==> src/rtl/ctr_slot_pkg.sv <==
package ctr_slot_pkg;

  typedef enum logic [1:0] {
    VERDICT_NONE = 2'd0,
    VERDICT_OK   = 2'd1,
    VERDICT_FAIL = 2'd2
  } verdict_e;

endpackage

==> src/rtl/ctr_slot_store.sv <==
module ctr_slot_store #(
  parameter int NUM_SLOTS = 4,
  parameter int CTR_W     = 64,
  parameter int IDX_W     = 3
) (
  input  logic             clk,
  input  logic             rst_n,
  input  logic [IDX_W-1:0] rd_idx,
  output logic [CTR_W-1:0] rd_value,
  input  logic             wr_en,
  input  logic [IDX_W-1:0] wr_idx,
  input  logic [CTR_W-1:0] wr_value
);

  logic [CTR_W-1:0] slot_q [NUM_SLOTS];

  for (genvar g = 0; g < NUM_SLOTS; g++) begin : g_slot
    always_ff @(posedge clk or negedge rst_n) begin
      if (!rst_n) begin
        slot_q[g] <= '0;
      end else if (wr_en && (wr_idx == IDX_W'(g))) begin
        slot_q[g] <= wr_value;
      end
    end
  end

  always_comb begin
    rd_value = '0;
    for (int i = 0; i < NUM_SLOTS; i++) begin
      if (rd_idx == IDX_W'(i)) rd_value = slot_q[i];
    end
  end

endmodule

==> src/rtl/ctr_slot_judge.sv <==
module ctr_slot_judge
  import ctr_slot_pkg::*;
#(
  parameter int CTR_W = 64
) (
  input  logic             take,
  input  logic             is_write,
  input  logic             in_range,
  input  logic [CTR_W-1:0] current,
  input  logic [CTR_W-1:0] candidate,
  output verdict_e         verdict,
  output logic             commit,
  output logic [CTR_W-1:0] result
);

  logic             carry;
  logic [CTR_W-1:0] successor;

  assign {carry, successor} = {1'b0, current} + {{CTR_W{1'b0}}, 1'b1};

  always_comb begin
    verdict = VERDICT_NONE;
    commit  = 1'b0;
    result  = '0;
    if (take) begin
      if (!in_range) begin
        verdict = VERDICT_FAIL;
      end else if (!is_write) begin
        verdict = VERDICT_OK;
        result  = current;
      end else if (!carry && (candidate == successor)) begin
        verdict = VERDICT_OK;
        commit  = 1'b1;
        result  = candidate;
      end else begin
        verdict = VERDICT_FAIL;
        result  = current;
      end
    end
  end

endmodule

==> src/rtl/ctr_slot_resp.sv <==
module ctr_slot_resp
  import ctr_slot_pkg::*;
#(
  parameter int CTR_W = 64
) (
  input  logic             clk,
  input  logic             rst_n,
  input  verdict_e         verdict,
  input  logic [CTR_W-1:0] result,
  output logic             rsp_valid,
  output logic             rsp_ok,
  output logic             rsp_fail,
  output logic [CTR_W-1:0] rsp_data
);

  always_ff @(posedge clk or negedge rst_n) begin
    if (!rst_n) begin
      rsp_valid <= 1'b0;
      rsp_ok    <= 1'b0;
      rsp_fail  <= 1'b0;
      rsp_data  <= '0;
    end else begin
      rsp_valid <= (verdict != VERDICT_NONE);
      rsp_ok    <= (verdict == VERDICT_OK);
      rsp_fail  <= (verdict == VERDICT_FAIL);
      rsp_data  <= result;
    end
  end

endmodule

==> src/rtl/ctr_slot_ctrl.sv <==
module ctr_slot_ctrl
  import ctr_slot_pkg::*;
#(
  parameter int SEG_BYTES = 32,
  parameter int CTR_BYTES = 8,
  parameter int IDX_W     = 3
) (
  input  logic                   clk,
  input  logic                   rst_n,
  input  logic                   req_valid,
  output logic                   req_ready,
  input  logic                   req_write,
  input  logic [IDX_W-1:0]       req_slot,
  input  logic [8*CTR_BYTES-1:0] req_data,
  output logic                   rsp_valid,
  output logic                   rsp_ok,
  output logic                   rsp_fail,
  output logic [8*CTR_BYTES-1:0] rsp_data
);

  localparam int CTR_W     = 8 * CTR_BYTES;
  localparam int NUM_SLOTS = SEG_BYTES / CTR_BYTES;

  logic             ready_q;
  logic             take;
  logic             in_range;
  logic [CTR_W-1:0] current;
  logic             commit;
  logic [CTR_W-1:0] result;
  verdict_e         verdict;

  always_ff @(posedge clk or negedge rst_n) begin
    if (!rst_n) ready_q <= 1'b0;
    else        ready_q <= 1'b1;
  end

  assign req_ready = ready_q;
  assign take      = req_valid && ready_q;
  assign in_range  = ({1'b0, req_slot} < (IDX_W+1)'(NUM_SLOTS));

  ctr_slot_store #(
    .NUM_SLOTS(NUM_SLOTS),
    .CTR_W    (CTR_W),
    .IDX_W    (IDX_W)
  ) u_store (
    .clk     (clk),
    .rst_n   (rst_n),
    .rd_idx  (req_slot),
    .rd_value(current),
    .wr_en   (commit),
    .wr_idx  (req_slot),
    .wr_value(req_data)
  );

  ctr_slot_judge #(
    .CTR_W(CTR_W)
  ) u_judge (
    .take     (take),
    .is_write (req_write),
    .in_range (in_range),
    .current  (current),
    .candidate(req_data),
    .verdict  (verdict),
    .commit   (commit),
    .result   (result)
  );

  ctr_slot_resp #(
    .CTR_W(CTR_W)
  ) u_resp (
    .clk      (clk),
    .rst_n    (rst_n),
    .verdict  (verdict),
    .result   (result),
    .rsp_valid(rsp_valid),
    .rsp_ok   (rsp_ok),
    .rsp_fail (rsp_fail),
    .rsp_data (rsp_data)
  );

endmodule

==> config.mk <==
export PLATFORM = sky130hd
export DESIGN_NAME = ctr_slot_ctrl
export DESIGN_NICKNAME = d
export VERILOG_FILES = /design/src/rtl/ctr_slot_pkg.sv /design/src/rtl/ctr_slot_store.sv /design/src/rtl/ctr_slot_judge.sv /design/src/rtl/ctr_slot_resp.sv /design/src/rtl/ctr_slot_ctrl.sv
export SDC_FILE = /design/constraint.sdc
export NUM_CORES = 1
export LEC_CHECK = 0
export BUFFER_PORTS_ARGS = -buffer_cell sky130_fd_sc_hd__buf_4
export CAP_MARGIN = 20
export CORE_MARGIN = 4
export CORE_UTILIZATION = 39
export DETAILED_ROUTE_END_ITERATION = 16
export GPL_TIMING_DRIVEN = 0
export MAX_ROUTING_LAYER = met4
export SYNTH_ARGS = -nofsm -noshare
export SYNTH_HDL_FRONTEND = slang
export SYNTH_HIERARCHICAL = 1
export SYNTH_SLANG_ARGS = --single-unit
==> constraint.sdc <==
create_clock -name clk -period 5 [get_ports clk]
set_input_delay 0.5 -clock clk [delete_from_list [all_inputs] [get_ports clk]]
set_output_delay 0.5 -clock clk [all_outputs]
set_load 0.005 [all_outputs]
-- Word level (Yosys, flattened, before mapping)
Index checks and enable logic that the tools add are counted.
- reduce and logical (&&, ||, !) cells: 9
- multiplexer cells: 16
- $add $sub $neg: 1
- order comparisons: 1
- equal/unequal tests: 6
- operators with widths (cell ; count):
    $mux W64 ; 8
    $add A64 B1 Y65 const B ; 1
    $eq A64 B64 Y1 ; 1
    $mux W2 ; 4
    $eq A3 B2 Y1 const B ; 2
    $logic_and A1 B1 Y1 ; 6
    $mux W1 ; 4
    $eq A3 B1 Y1 const B ; 1
    $logic_not A3 Y1 ; 1
    $lt A3 B3 Y1 const B ; 1
    $eq A2 B1 Y1 const B ; 1
    $eq A2 B2 Y1 const B ; 1
    $reduce_bool A2 Y1 ; 1
    $logic_not A1 Y1 ; 1
- register bits after elaboration: 324
- output and inout bits: 68

-- Logic depth before layout (Yosys ltp)
Gate-level depths: netlist of run 1.
- depth in word-level cells: 13
- mapped depth: 21
- gate-level depth less buffers: 14

-- Modules after synthesis
The synthesis of run 1 kept the hierarchy.
- modules (own cells, without submodules) (module ; cells each ; seq. area each (um^2) ; times used ; area an instance (um^2)):
    ctr_slot_store ; 766 ; 6406.1 ; 1 ; 11408.4
    ctr_slot_judge ; 527 ; 0.0 ; 1 ; 3588.4
    ctr_slot_resp ; 70 ; 1676.6 ; 1 ; 1695.4
    ctr_slot_ctrl ; 4 ; 25.0 ; 1 ; 38.8

-- Worst setup path after synthesis of run 1
Ideal clock, no wire load.
- path type: in2reg
- start: input req_slot[2]
- end: register u_store/slot_q[192] (netlist name)
- slack: -94 ps
- stages: 19
- arrival: 4969 ps
- data required time: 4875 ps
- path through: or2_2 clkbuf_1 clkbuf_1 o22ai_1 nand4_2 nor4_4 nand4_2 or4_1 a211oi_2 nand3_1 nor4_2 nand3_2 buf_12 buf_12 nor2_1 nor4b_1 buf_4 buf_6 mux2_2
- word-level cells in the longest chain between the ends: 13
- elaborated cells on any way between the ends: 18
- those cells by class: 1 x add/sub; 1 x order compare; 4 x eq/ne; 8 x mux; 4 x reduce/logical
- ends and longest elaborated chain (item ; RTL line ; text):
    start, declared ; ctr_slot_ctrl.sv:13 ; input logic [IDX_W-1:0] req_slot,
    $logic_not A3 Y1 ; ctr_slot_store.sv:30 ; if (rd_idx == IDX_W'(i)) rd_value = slot_q[i];
    $mux W64 (3 in a row) ; ctr_slot_store.sv:30 ;
    $mux W64 (*) ; ctr_slot_store.sv:30 ;
    named net current[7] ; ctr_slot_ctrl.sv:27 ; logic [CTR_W-1:0] current;
    $add A64 B1 Y65 (*) ; ctr_slot_judge.sv:19 ; assign {carry, successor} = {1'b0, current} + {{CTR_W{1'b0}}, 1'b1};
    $eq A64 B64 Y1 / $logic_not A1 Y1 (equally long branches) ; ctr_slot_judge.sv:31 ; end else if (!carry && (candidate == successor)) begin
    $logic_and A1 B1 Y1 (*) ; ctr_slot_judge.sv:31 ;
    $mux W1 (*) ; ctr_slot_judge.sv:31 ;
    $mux W1 (*) ; ctr_slot_judge.sv:28 ; end else if (!is_write) begin
    $mux W1 (*) ; ctr_slot_judge.sv:26 ; if (!in_range) begin
    $mux W1 (*) ; ctr_slot_judge.sv:25 ; if (take) begin
    named net commit ; ctr_slot_ctrl.sv:28 ; logic commit;
    $logic_and A1 B1 Y1 (*) ; ctr_slot_store.sv:21 ; end else if (wr_en && (wr_idx == IDX_W'(g))) begin
    end signal, assigned by index ; ctr_slot_store.sv:22 ; slot_q[g] <= wr_value;
    end, declared ; ctr_slot_store.sv:15 ; logic [CTR_W-1:0] slot_q [NUM_SLOTS];
Mark *: on every way through the listed nets, which the timed path passes. The rest lies on a longest branch.
A chain may end at the register's enable or synchronous reset.

-- Worst setup path after layout of run 1
- start: input req_slot[2]
- end: register u_store/slot_q[231] (netlist name)
The elaborated chain is that of the path after synthesis.

==> impl_metrics.env, run 1 <==
export IMPL_worstSetupEndpointType="register"
export IMPL_clock_latency_ps=530
export IMPL_io_pin_count=139
export IMPL_seq_power_share_pct=47.1
export IMPL_htree_levels=2
export IMPL_gr_max_usage_layer="met2"
export IMPL_drt_initial_drc_count=674
export IMPL_post_synth_main_area_contributors="sky130_fd_sc_hd__dfrtp_1, sky130_fd_sc_hd__mux2_2, sky130_fd_sc_hd__mux2i_1, sky130_fd_sc_hd__o22ai_1, sky130_fd_sc_hd__xnor2_1"
export IMPL_mean_syn_cell_area_um2=12.2
export IMPL_globalRouteMet3Util_pct=3.22
export IMPL_ys_types=69
export IMPL_dp_final_hpwl_mm=33.5
export IMPL_synth_adder_area_share_pct=0.0748
export IMPL_std_cell_rows=75
export IMPL_detail_route_drc_violations=0
export IMPL_cts_tree="done"
export IMPL_fin_nets=1666
export IMPL_synth_top_cell_area_share_pct=48.5
export IMPL_cts_hold_buffers_added=0
export IMPL_yosysWarningCount=6
export IMPL_final_common_cell="sky130_fd_sc_hd__dfrtp_1"
export IMPL_synth_yosys_seq_area_share_pct=48.5
export IMPL_grt_max_degree=117
export IMPL_crit_path_cell_trace="buf_4 -> or2_4 -> buf_4 -> o22ai_1 -> clkbuf_4 -> and4_4 -> and3_2 -> o21ai_0 -> or4_1 -> nor4_1 -> nand4_1 -> nor4_2 -> nand3_2 -> buf_12 -> buf_12 -> nor2_2 -> nor4b_1 -> buf_4 -> buf_12 -> buf_12 -> mux2_2"
export IMPL_first_global_vias=12300
export IMPL_finalPower_uw=5570
export IMPL_drive_gt1_share_pct=41.5
export IMPL_grt_util_met2_pct=32.5
export IMPL_die_height_um=215
export IMPL_number_of_flops_mapped_to_enable_cells_by_yosys=0
export IMPL_drtPass1Iterations=5
export IMPL_cts_sinks=324
export IMPL_multi_input_area_um2=8820
export IMPL_worst_slew_pin_transition_ps=823
export IMPL_synth_simple_gate_area_share_pct=9.42
export IMPL_die_area_um2=46300
export IMPL_switching_share_pct=23.0
export IMPL_areaGrowthSynthToFinish_pct=26.1
export IMPL_max_freq_ghz=0.201
export IMPL_gp_congestion=0.900
export IMPL_worst_path_largest_cell_delay_ps=560
export IMPL_fp_dieW_um=215
export IMPL_max_clock_path_buffers=3
export IMPL_relSlewSlack_pct=45.1
export IMPL_grt_antenna_before_repair=1
export IMPL_fp_coreArea_um2=42100
export IMPL_vias_after_detailed_routing=12000
export IMPL_ys_flop_type="sky130_fd_sc_hd__dfrtp_1"
export IMPL_grt_pass1_wl_mm=74.0
export IMPL_filler_cell_count=3785
export IMPL_routed_len_inst_um=22.1
export IMPL_grtUsageMet1_pct=28.5
export IMPL_clockRootBuffer="sky130_fd_sc_hd__clkbuf_16"
export IMPL_criticalPathCategory="primary input to register"
export IMPL_crit_path_frequent_cell="sky130_fd_sc_hd__buf_12"
export IMPL_yosys_area_share_xor_xnor_pct=4.40
export IMPL_crit_arrival_ps=5380
export IMPL_post_synthesis_cells=1367
export IMPL_synth_top_family_by_area="multiplexers"
export IMPL_postSynth_asyncResetShare_pct=100
export IMPL_seqCellArea_um2=8110
export IMPL_grt_usage_pct=20.8
export IMPL_net_switching_power_uw=1280
export IMPL_post_synth_mux_area_share_pct=29.0
export IMPL_route_antenna_remaining_nets=0
export IMPL_most_common_layout_cells="sky130_fd_sc_hd__dfrtp_1, sky130_fd_sc_hd__mux2_2, sky130_fd_sc_hd__buf_4"
export IMPL_synth_compound_area_share_pct=5.03
export IMPL_critical_path_peak_fanout=10
export IMPL_max_cap_viol_count=0
export IMPL_worst_ep_required_time_ps=5400
export IMPL_violations_in_the_final_reports="negative hold slack"
export IMPL_core_util_final_pct=50.1
export IMPL_clockPowerShare_pct=46.4
export IMPL_pwr_per_cell_area_nw_per_um2=264
export IMPL_peakVddDrop_mv=0.219
export IMPL_hold_class="primary input to asynchronous set/reset pin"
export IMPL_clock_skew_ps=17.4
export IMPL_internal_power_uw=4290
export IMPL_postSynthRegisterBits=324
export IMPL_synth_net_count=1439
export IMPL_worst_setup_hold_path_clk_slew_ps=60
export IMPL_globalRouteOverflowTotal=0
export IMPL_mappedNetlistArea_um2=16700
export IMPL_io_buffer_count=138
export IMPL_finalCriticalPeriod_ps=4980
export IMPL_status="finished with violations"
export IMPL_timing_final_crit_share_pct=99.5
export IMPL_vias_per_cell=5.54
export IMPL_hold_ws_ps=-0.958
export IMPL_startpoint_type="primary input"
export IMPL_synth_area_leader_cell="sky130_fd_sc_hd__dfrtp_1"
export IMPL_report_final_slew_viol_count=0
export IMPL_setup_viol_count_final=0
export IMPL_critical_path_slowest_cell="sky130_fd_sc_hd__or4_1"
export IMPL_floorplan_initialDensity_pct=39.7
export IMPL_combinationalPowerShare_pct=6.5
export IMPL_cts_made_buffers=37
export IMPL_wirelength_mm=47.7
export IMPL_power_leakage_uw=0.0103
export IMPL_finalHoldViolations=1
export IMPL_setup_total_negative_slack_ps=0
logic make-up after synthesis:
| kind of cell | Yosys count |
|---|---|
| AO/OA/AOI/OAI | 127 |
| flip-flops | 324 |
| multiplexers | 453 |
| adder cells (fa/ha/maj) | 1 |
| buffers and inverters | 85 |
| other | 1 |
| XOR/XNOR | 84 |
| AND/OR/NAND/NOR | 292 |
final timing paths:
path,from,endpoint,slack [ps],cells after the start
setup / recovery,req_slot[2],u_store/slot_q[231],20,21
hold / removal,rst_n,u_store/slot_q[25],-1,1
setup reg to reg,u_store/slot_q[64],u_store/slot_q[231],200,20
hold reg to reg,u_store/slot_q[174],u_store/slot_q[174],500,1
max in group asynchronous,rst_n,u_store/slot_q[174],3890,2
min in group clk,req_data[63],u_store/slot_q[63],260,2
stage by stage:
| step | worst slack (ps) | area [um2] | std cells |
|---|---|---|---|
| 6_report | 22.8 | 21100 | 2158 |
| 3_5_place_dp | -1960 | 18600 | 2046 |
| 2_1_floorplan | 38.0 | 16800 | 1367 |
| 4_1_cts | 1.25 | 20600 | 2122 |
| 5_1_grt | -111 | 21100 | 2158 |
| 3_3_place_gp | -2070 | 18500 | 2044 |
critical path, delay by kind of cell:
| family | cells | cell delay (ps) |
|---|---|---|
| and+or+nand+nor | 10 | 2760 |
| buffers and inverters | 8 | 1450 |
| muxes | 1 | 330 |
| AOI/OAI and AO/OA | 2 | 280 |
final cells by class:
class,instances,area share (%)
tap,539,3.20
multi-input combinational,959,41.8
sequential,324,38.4
clock buffer,52,5.08
clock inverter,11,0.392
inverter,5,0.0890
antenna,1,0.0119
timing repair buffer,190,7.11
buffer,77,3.87
power groups by stage:
stage               registers (uW)  clock network [uW]  logic, uW
global placement              2670                   0        321
detailed placement            2670                   0        329
finish                        2630                2580        362
CTS                           2620                2660        358
floorplan                     2670                   0        122
global route                  2620                2770        390
what timing repair did:
action | in CTS | in global routing
pin swaps | 17 | 21
gates cloned | 0 | 1
hold endpoints to repair | 0 | 0
gates resized for setup | 145 | 56
buffers inserted | 16 | 34
setup endpoints to repair | 323 | 252
Yosys cell counts, drive strengths merged, types with 23 or more instances:
| library cell | n |
|---|---|
| buf | 55 |
| clkbuf | 25 |
| dfrtp | 324 |
| mux2 | 257 |
| mux2i | 196 |
| nand2 | 40 |
| nand3 | 24 |
| nand4 | 38 |
| nor2 | 102 |
| nor4 | 23 |
| o22ai | 68 |
| xnor2 | 48 |
| xor2 | 36 |
state kept, by name, summed over array words and instances (netlist names):
name              cells
u_resp/rsp_ok         1
req_ready             1
u_resp/rsp_fail       1
u_resp/rsp_valid      1
u_store/slot_q      256
u_resp/rsp_data      64
per-layer routing:
layer	vias to the layer above	wire length (um)
met5	-	0
met4	0	1050
met3	62	2030
met2	285	22400
met1	6113	22300
li1	5505	-
Note: power is estimated with default switching activity, not from simulation.
==> run 2: changes to the inputs <==
- CTS_BUF_LIST: unset -> sky130_fd_sc_hd__clkbuf_16
- clock period: 5 -> 5.95 ns (I/O delays scaled with it)
==> run 2 against run 1 <==
Compared with the run above:
- the flow now finishes without violations
- final cell count shrank 2.0%
- global-route usage shrank 0.20 points
- register-to-register slack gained 440 ps
- total power shrank 16%
- via count shrank 1.8%
- worst hold slack gained 150 ps
- die area is the same
==> impl_metrics.env, run 2 (synthesis results as in run 1) <==
export IMPL_status="finished, final reports clean"
export IMPL_worst_slew_pin_transition_ps=908
export IMPL_worstSetupEndpointType="register"
export IMPL_drtPass1Iterations=5
export IMPL_max_ffs_per_register=256
export IMPL_relSlewSlack_pct=39.5
export IMPL_finalPower_uw=4680
export IMPL_clock_skew_ps=22.3
export IMPL_fin_nets=1622
export IMPL_hold_ws_ps=149
export IMPL_vias_after_detailed_routing=11800
export IMPL_clock_latency_ps=540
export IMPL_crit_arrival_ps=6190
export IMPL_grt_max_degree=122
export IMPL_timing_final_crit_share_pct=97.1
export IMPL_postLayoutSetupSlackWorst_ps=172
export IMPL_fp_coreArea_um2=42100
export IMPL_net_switching_power_uw=1080
export IMPL_switching_share_pct=23.1
export IMPL_grt_usage_pct=20.6
export IMPL_first_global_vias=12100
export IMPL_grt_antenna_before_repair=1
export IMPL_clockPowerShare_pct=46.8
export IMPL_criticalPathCategory="primary input to register"
export IMPL_floorplan_initialDensity_pct=39.7
export IMPL_cts_made_buffers=37
export IMPL_launch_instance_of_the_worst_register_to_register_path="u_store/slot_q[65]"
export IMPL_fp_dieW_um=215
export IMPL_io_pin_count=139
export IMPL_drive_gt1_share_pct=37.3
export IMPL_drt_initial_drc_count=743
export IMPL_finalHoldViolations=0
export IMPL_io_buffer_count=138
export IMPL_std_cell_rows=75
export IMPL_worst_ep_required_time_ps=6360
export IMPL_internal_power_uw=3600
export IMPL_seq_power_share_pct=47.2
export IMPL_hold_class="primary input to asynchronous set/reset pin"
export IMPL_cts_hold_buffers_added=0
export IMPL_finalCriticalPeriod_ps=5780
export IMPL_routed_len_inst_um=22.4
export IMPL_startpoint_type="primary input"
export IMPL_clockRootBuffer="sky130_fd_sc_hd__clkbuf_16"
export IMPL_final_common_cell="sky130_fd_sc_hd__dfrtp_1"
export IMPL_max_clock_path_buffers=3
export IMPL_critical_path_slowest_cell="sky130_fd_sc_hd__o22ai_1"
export IMPL_power_leakage_uw=0.00987
export IMPL_dp_final_hpwl_mm=33.5
export IMPL_cts_tree="done"
export IMPL_die_area_um2=46300
export IMPL_pwr_per_cell_area_nw_per_um2=232
export IMPL_die_height_um=215
export IMPL_vias_per_cell=5.56
export IMPL_combinationalPowerShare_pct=6.0
export IMPL_gp_congestion=0.866
export IMPL_cts_sinks=324
export IMPL_grt_pass1_wl_mm=73.0
export IMPL_report_final_slew_viol_count=0
export IMPL_wirelength_mm=47.3
export IMPL_crit_path_cell_trace="buf_4 -> or2_2 -> clkbuf_2 -> o22ai_1 -> nand2_1 -> or4_1 -> nor4_1 -> mux2i_1 -> o21ai_0 -> nand4b_1 -> nor4_2 -> nand3_2 -> buf_12 -> buf_12 -> nor2_1 -> nor4b_4 -> buf_4 -> clkdlybuf4s15_2 -> buf_6 -> mux2_2"
export IMPL_route_antenna_remaining_nets=0
export IMPL_crit_reg2reg_capture="u_store/slot_q[229]"
export IMPL_setup_viol_count_final=0
export IMPL_regMostFlops="u_store/slot_q"
export IMPL_max_cap_viol_count=0
export IMPL_max_freq_ghz=0.173
export IMPL_reg_largest_list="u_store/slot_q: 256 flops, u_resp/rsp_data: 64 flops"
export IMPL_reg2regPathDepth=18
export IMPL_preCtsSetupSlack_ps=-1080
export IMPL_critical_path_peak_fanout=10
export IMPL_most_common_layout_cells="sky130_fd_sc_hd__dfrtp_1, sky130_fd_sc_hd__mux2_2, sky130_fd_sc_hd__mux2i_1"
export IMPL_detail_route_drc_violations=0
export IMPL_worst_setup_hold_path_clk_slew_ps=60
export IMPL_htree_levels=2
export IMPL_globalRouteOverflowTotal=0
export IMPL_reg2reg_slack_ps=640
export IMPL_areaGrowthSynthToFinish_pct=20.4
export IMPL_peakVddDrop_mv=0.187
export IMPL_worst_path_largest_cell_delay_ps=520
[run 2: worst max-delay path by stage]
| stage | start | endpoint | slack (ps) | cells past startpoint |
|---|---|---|---|---|
| finish | req_slot[2] | u_store/slot_q[229] | 170 | 20 |
| global route | req_slot[2] | u_store/slot_q[237] | -40 | 21 |
| CTS | req_slot[1] | u_store/slot_q[208] | 3 | 21 |
| detailed placement | req_slot[2] | u_store/slot_q[208] | -1080 | 20 |
| global placement | req_slot[2] | u_store/slot_q[208] | -1120 | 19 |
| floorplan | req_slot[2] | u_store/slot_q[192] | 760 | 19 |
[run 2: worst max-delay path: cells and delay by family]
family | cells | cell delay (ps)
AOI/OAI and AO/OA | 2 | 810
buffers and inverters | 7 | 1570
muxes | 2 | 470
and+or+nand+nor | 9 | 2730
[run 2: final cells by class]
type                       count  area, um2
fill                        3834      22000
multi-input combinational    958       8440
sequential                   324       8110
inverter                       5       18.8
timing repair buffer         146       1150
clock inverter                26        218
buffer                        78        602
antenna                        2       5.00
clock buffer                  37        926
tap                          539        674
[run 2: metal layers]
layer / GRT usage, % / routed length [um] / up-vias
met5: - / 0 / -
met4: 5.24 / 991 / 0
met2: 31.7 / 21800 / 259
li1: - / - / 5397
met1: 28.8 / 22500 / 6026
met3: 3.08 / 1960 / 69
[run 2: repair_timing]
item | 4_1_cts | 5_1_grt
buffers inserted | 0 | 5
pin swaps | 1 | 2
gates resized for setup | 26 | 71
setup endpoints to repair | 256 | 252
gates cloned | 0 | 1
[run 2: power by group through the flow]
stage / Sequential [uW] / Combinational (uW) / Clock (uW)
after global routing: 2200 / 307 / 2340
final: 2210 / 282 / 2190
after floorplan: 2250 / 99.8 / 0
after detailed placement: 2250 / 274 / 0
after global placement: 2250 / 266 / 0
after CTS: 2210 / 278 / 2250
[run 2: stage by stage]
stage                     TNS [ps]  utilization (%)  cell area [um2]  instances
after floorplan                  0                -            16700       1367
after global placement     -260680             43.8            18400       2044
after detailed placement   -241940             43.9            18500       2046
after CTS                        0             46.9            19800       2107
after global routing          -344             47.8            20100       2115
final                            0             47.8            20100       2115
==> run 3: changes to the inputs <==
- RECOVER_POWER: unset -> 50
- REMOVE_ABC_BUFFERS: unset -> 1
==> run 3 against run 2 <==
Compared with the run above:
- the run now ends with max-capacitance violations, max-slew violations left
- sequential power about the same
- via count fell by 1.7%
- clock-buffer cell count increased by 2
- worst setup slack better by 52 ps
- critical path depth did not move
- flip-flop and latch count unchanged
- clock power up 9%
- first-iteration DRC count down 4.8%
- routed wire length is 1.6% lower
- non-clock buffer count shrank 45
- clock skew shrank 3.5 ps
- utilization fell by 0.16 points
- critical path type unchanged
- largest power group is now the clock network
==> impl_metrics.env, run 3 (synthesis results as in run 1) <==
export IMPL_worst_slew_pin_transition_ps=4720
export IMPL_power_leakage_uw=0.00981
export IMPL_criticalPathCategory="primary input to register"
export IMPL_std_cell_rows=75
export IMPL_worst_ep_required_time_ps=6370
export IMPL_wirelength_mm=46.5
export IMPL_htree_levels=2
export IMPL_finalHoldViolations=0
export IMPL_worst_setup_hold_path_clk_slew_ps=60
export IMPL_critical_path_peak_fanout=43
export IMPL_fp_coreArea_um2=42100
export IMPL_pwr_per_cell_area_nw_per_um2=242
export IMPL_grt_usage_pct=20.3
export IMPL_cts_tree="done"
export IMPL_max_ffs_per_register=256
export IMPL_fin_nets=1579
export IMPL_clock_latency_ps=540
export IMPL_relSlewSlack_pct=-215
export IMPL_clockRootBuffer="sky130_fd_sc_hd__clkbuf_16"
export IMPL_max_cap_viol_count=1
export IMPL_globalRouteOverflowTotal=0
export IMPL_finalCriticalPeriod_ps=5730
export IMPL_timing_final_crit_share_pct=96.2
export IMPL_worstSetupEndpointType="register"
export IMPL_io_buffer_count=138
export IMPL_vias_per_cell=5.56
export IMPL_route_antenna_remaining_nets=0
export IMPL_most_common_layout_cells="sky130_fd_sc_hd__dfrtp_1, sky130_fd_sc_hd__mux2_2, sky130_fd_sc_hd__mux2i_1"
export IMPL_regMostFlops="u_store/slot_q"
export IMPL_violations_in_the_final_reports="max-capacitance violations, max-slew violations"
export IMPL_drive_gt1_share_pct=36.4
export IMPL_place_area_um2=18300
export IMPL_report_final_slew_viol_count=97
export IMPL_vias_after_detailed_routing=11600
export IMPL_grt_antenna_before_repair=1
export IMPL_finalPower_uw=4860
export IMPL_grt_pass1_wl_mm=73.1
export IMPL_io_pin_count=139
export IMPL_drtPass1Iterations=5
export IMPL_core_util_final_pct=47.6
export IMPL_floorplan_initialDensity_pct=39.7
export IMPL_reg_largest_list="u_store/slot_q: 256 flops, u_resp/rsp_data: 64 flops"
export IMPL_peakVddDrop_mv=0.158
export IMPL_setup_viol_count_final=0
export IMPL_fp_dieW_um=215
export IMPL_final_common_cell="sky130_fd_sc_hd__dfrtp_1"
export IMPL_areaGrowthSynthToFinish_pct=20.0
export IMPL_startpoint_type="primary input"
export IMPL_unrepaired_setup_endpoints_after_global_routing="no"
export IMPL_die_area_um2=46300
export IMPL_cts_sinks=324
export IMPL_crit_arrival_ps=6150
export IMPL_final_cell_count_no_fill=2076
export IMPL_grt_max_degree=117
export IMPL_postLayoutSetupSlackWorst_ps=223
export IMPL_max_freq_ghz=0.175
export IMPL_die_height_um=215
export IMPL_gp_congestion=0.892
export IMPL_dp_final_hpwl_mm=30.7
export IMPL_max_clock_path_buffers=3
export IMPL_cts_made_buffers=37
export IMPL_preCtsSetupSlack_ps=-2600
export IMPL_first_global_vias=12200
export IMPL_design_area_um2=20100
export IMPL_drt_initial_drc_count=707
export IMPL_detail_route_drc_violations=0
export IMPL_place_inst=1988
export IMPL_hold_class="primary input to register"
export IMPL_routed_len_inst_um=22.4
export IMPL_clock_skew_ps=18.8
export IMPL_status="finished with violations"
[run 3: cell type report]
cell class	instances	area, um2
fillers	3730	22100
multi-input cells	960	8400
flip-flops and latches	324	8110
repair buffers	179	1590
clock buffers	39	976
well taps	539	674
clock inverters	29	305
inverters	5	18.8
diodes	1	2.50
[run 3: critical path, stage by stage]
cell,delay [ps]
sky130_fd_sc_hd__buf_4,160
sky130_fd_sc_hd__or2_4,400
sky130_fd_sc_hd__buf_16,290
sky130_fd_sc_hd__o22ai_2,370
sky130_fd_sc_hd__nand3_1,270
sky130_fd_sc_hd__nor4_4,330
sky130_fd_sc_hd__buf_4,190
sky130_fd_sc_hd__nand4_2,250
sky130_fd_sc_hd__or4_1,600
sky130_fd_sc_hd__a211oi_2,290
sky130_fd_sc_hd__nand3_1,160
sky130_fd_sc_hd__nor4_4,370
sky130_fd_sc_hd__nand3_4,160
sky130_fd_sc_hd__nor2_2,310
sky130_fd_sc_hd__nor4b_4,260
sky130_fd_sc_hd__buf_4,180
sky130_fd_sc_hd__buf_4,190
sky130_fd_sc_hd__buf_4,200
sky130_fd_sc_hd__buf_4,180
sky130_fd_sc_hd__mux2_2,340
[run 3: final timing paths]
check	start	endpoint	slack, ps	depth (start not counted)
worst max-delay path	req_slot[2]	u_store/slot_q[217]	220	20
worst min-delay path	req_data[41]	u_store/slot_q[233]	340	2
worst max register to register	u_store/slot_q[102]	u_store/slot_q[217]	750	16
worst min register to register	u_store/slot_q[164]	u_store/slot_q[164]	500	1
max in group asynchronous	rst_n	u_store/slot_q[149]	1330	1
min in group asynchronous	rst_n	u_resp/rsp_data[10]	2000	1
[run 3: stage by stage]
step                TNS (ps)  hold WS [ps]
floorplan            -944510           299
global placement    -2813530           486
detailed placement   -563130           493
CTS                        0           133
global route               0           330
finish                     0           342
[run 3: where the power goes]
| part | switching (uW) | leakage (uW) | internal, uW |
|---|---|---|---|
| logic | 178 | 0.00464 | 95.6 |
| clock network | 928 | 0.000645 | 1460 |
| registers | 0.466 | 0.00452 | 2210 |
| total | 1110 | 0.00981 | 3760 |
[run 3: timing repair]
| action | CTS | global route |
|---|---|---|
| pin swaps | 3 | 6 |
| cloned | 3 | 0 |
| setup endpoints to repair | 320 | 154 |
| gates resized for setup | 21 | 32 |
| hold buffers | 0 | 0 |
| setup buffers | 11 | 5 |
[run 3: metal layers]
layer / vias to the layer above / part of all wire, % / GRT usage, %
met1: 5920 / 47 / 28.0
met5: - / 0 / -
met3: 65 / 4.8 / 3.71
met2: 259 / 46 / 31.4
met4: 0 / 2.4 / 4.77
li1: 5308 / - / -
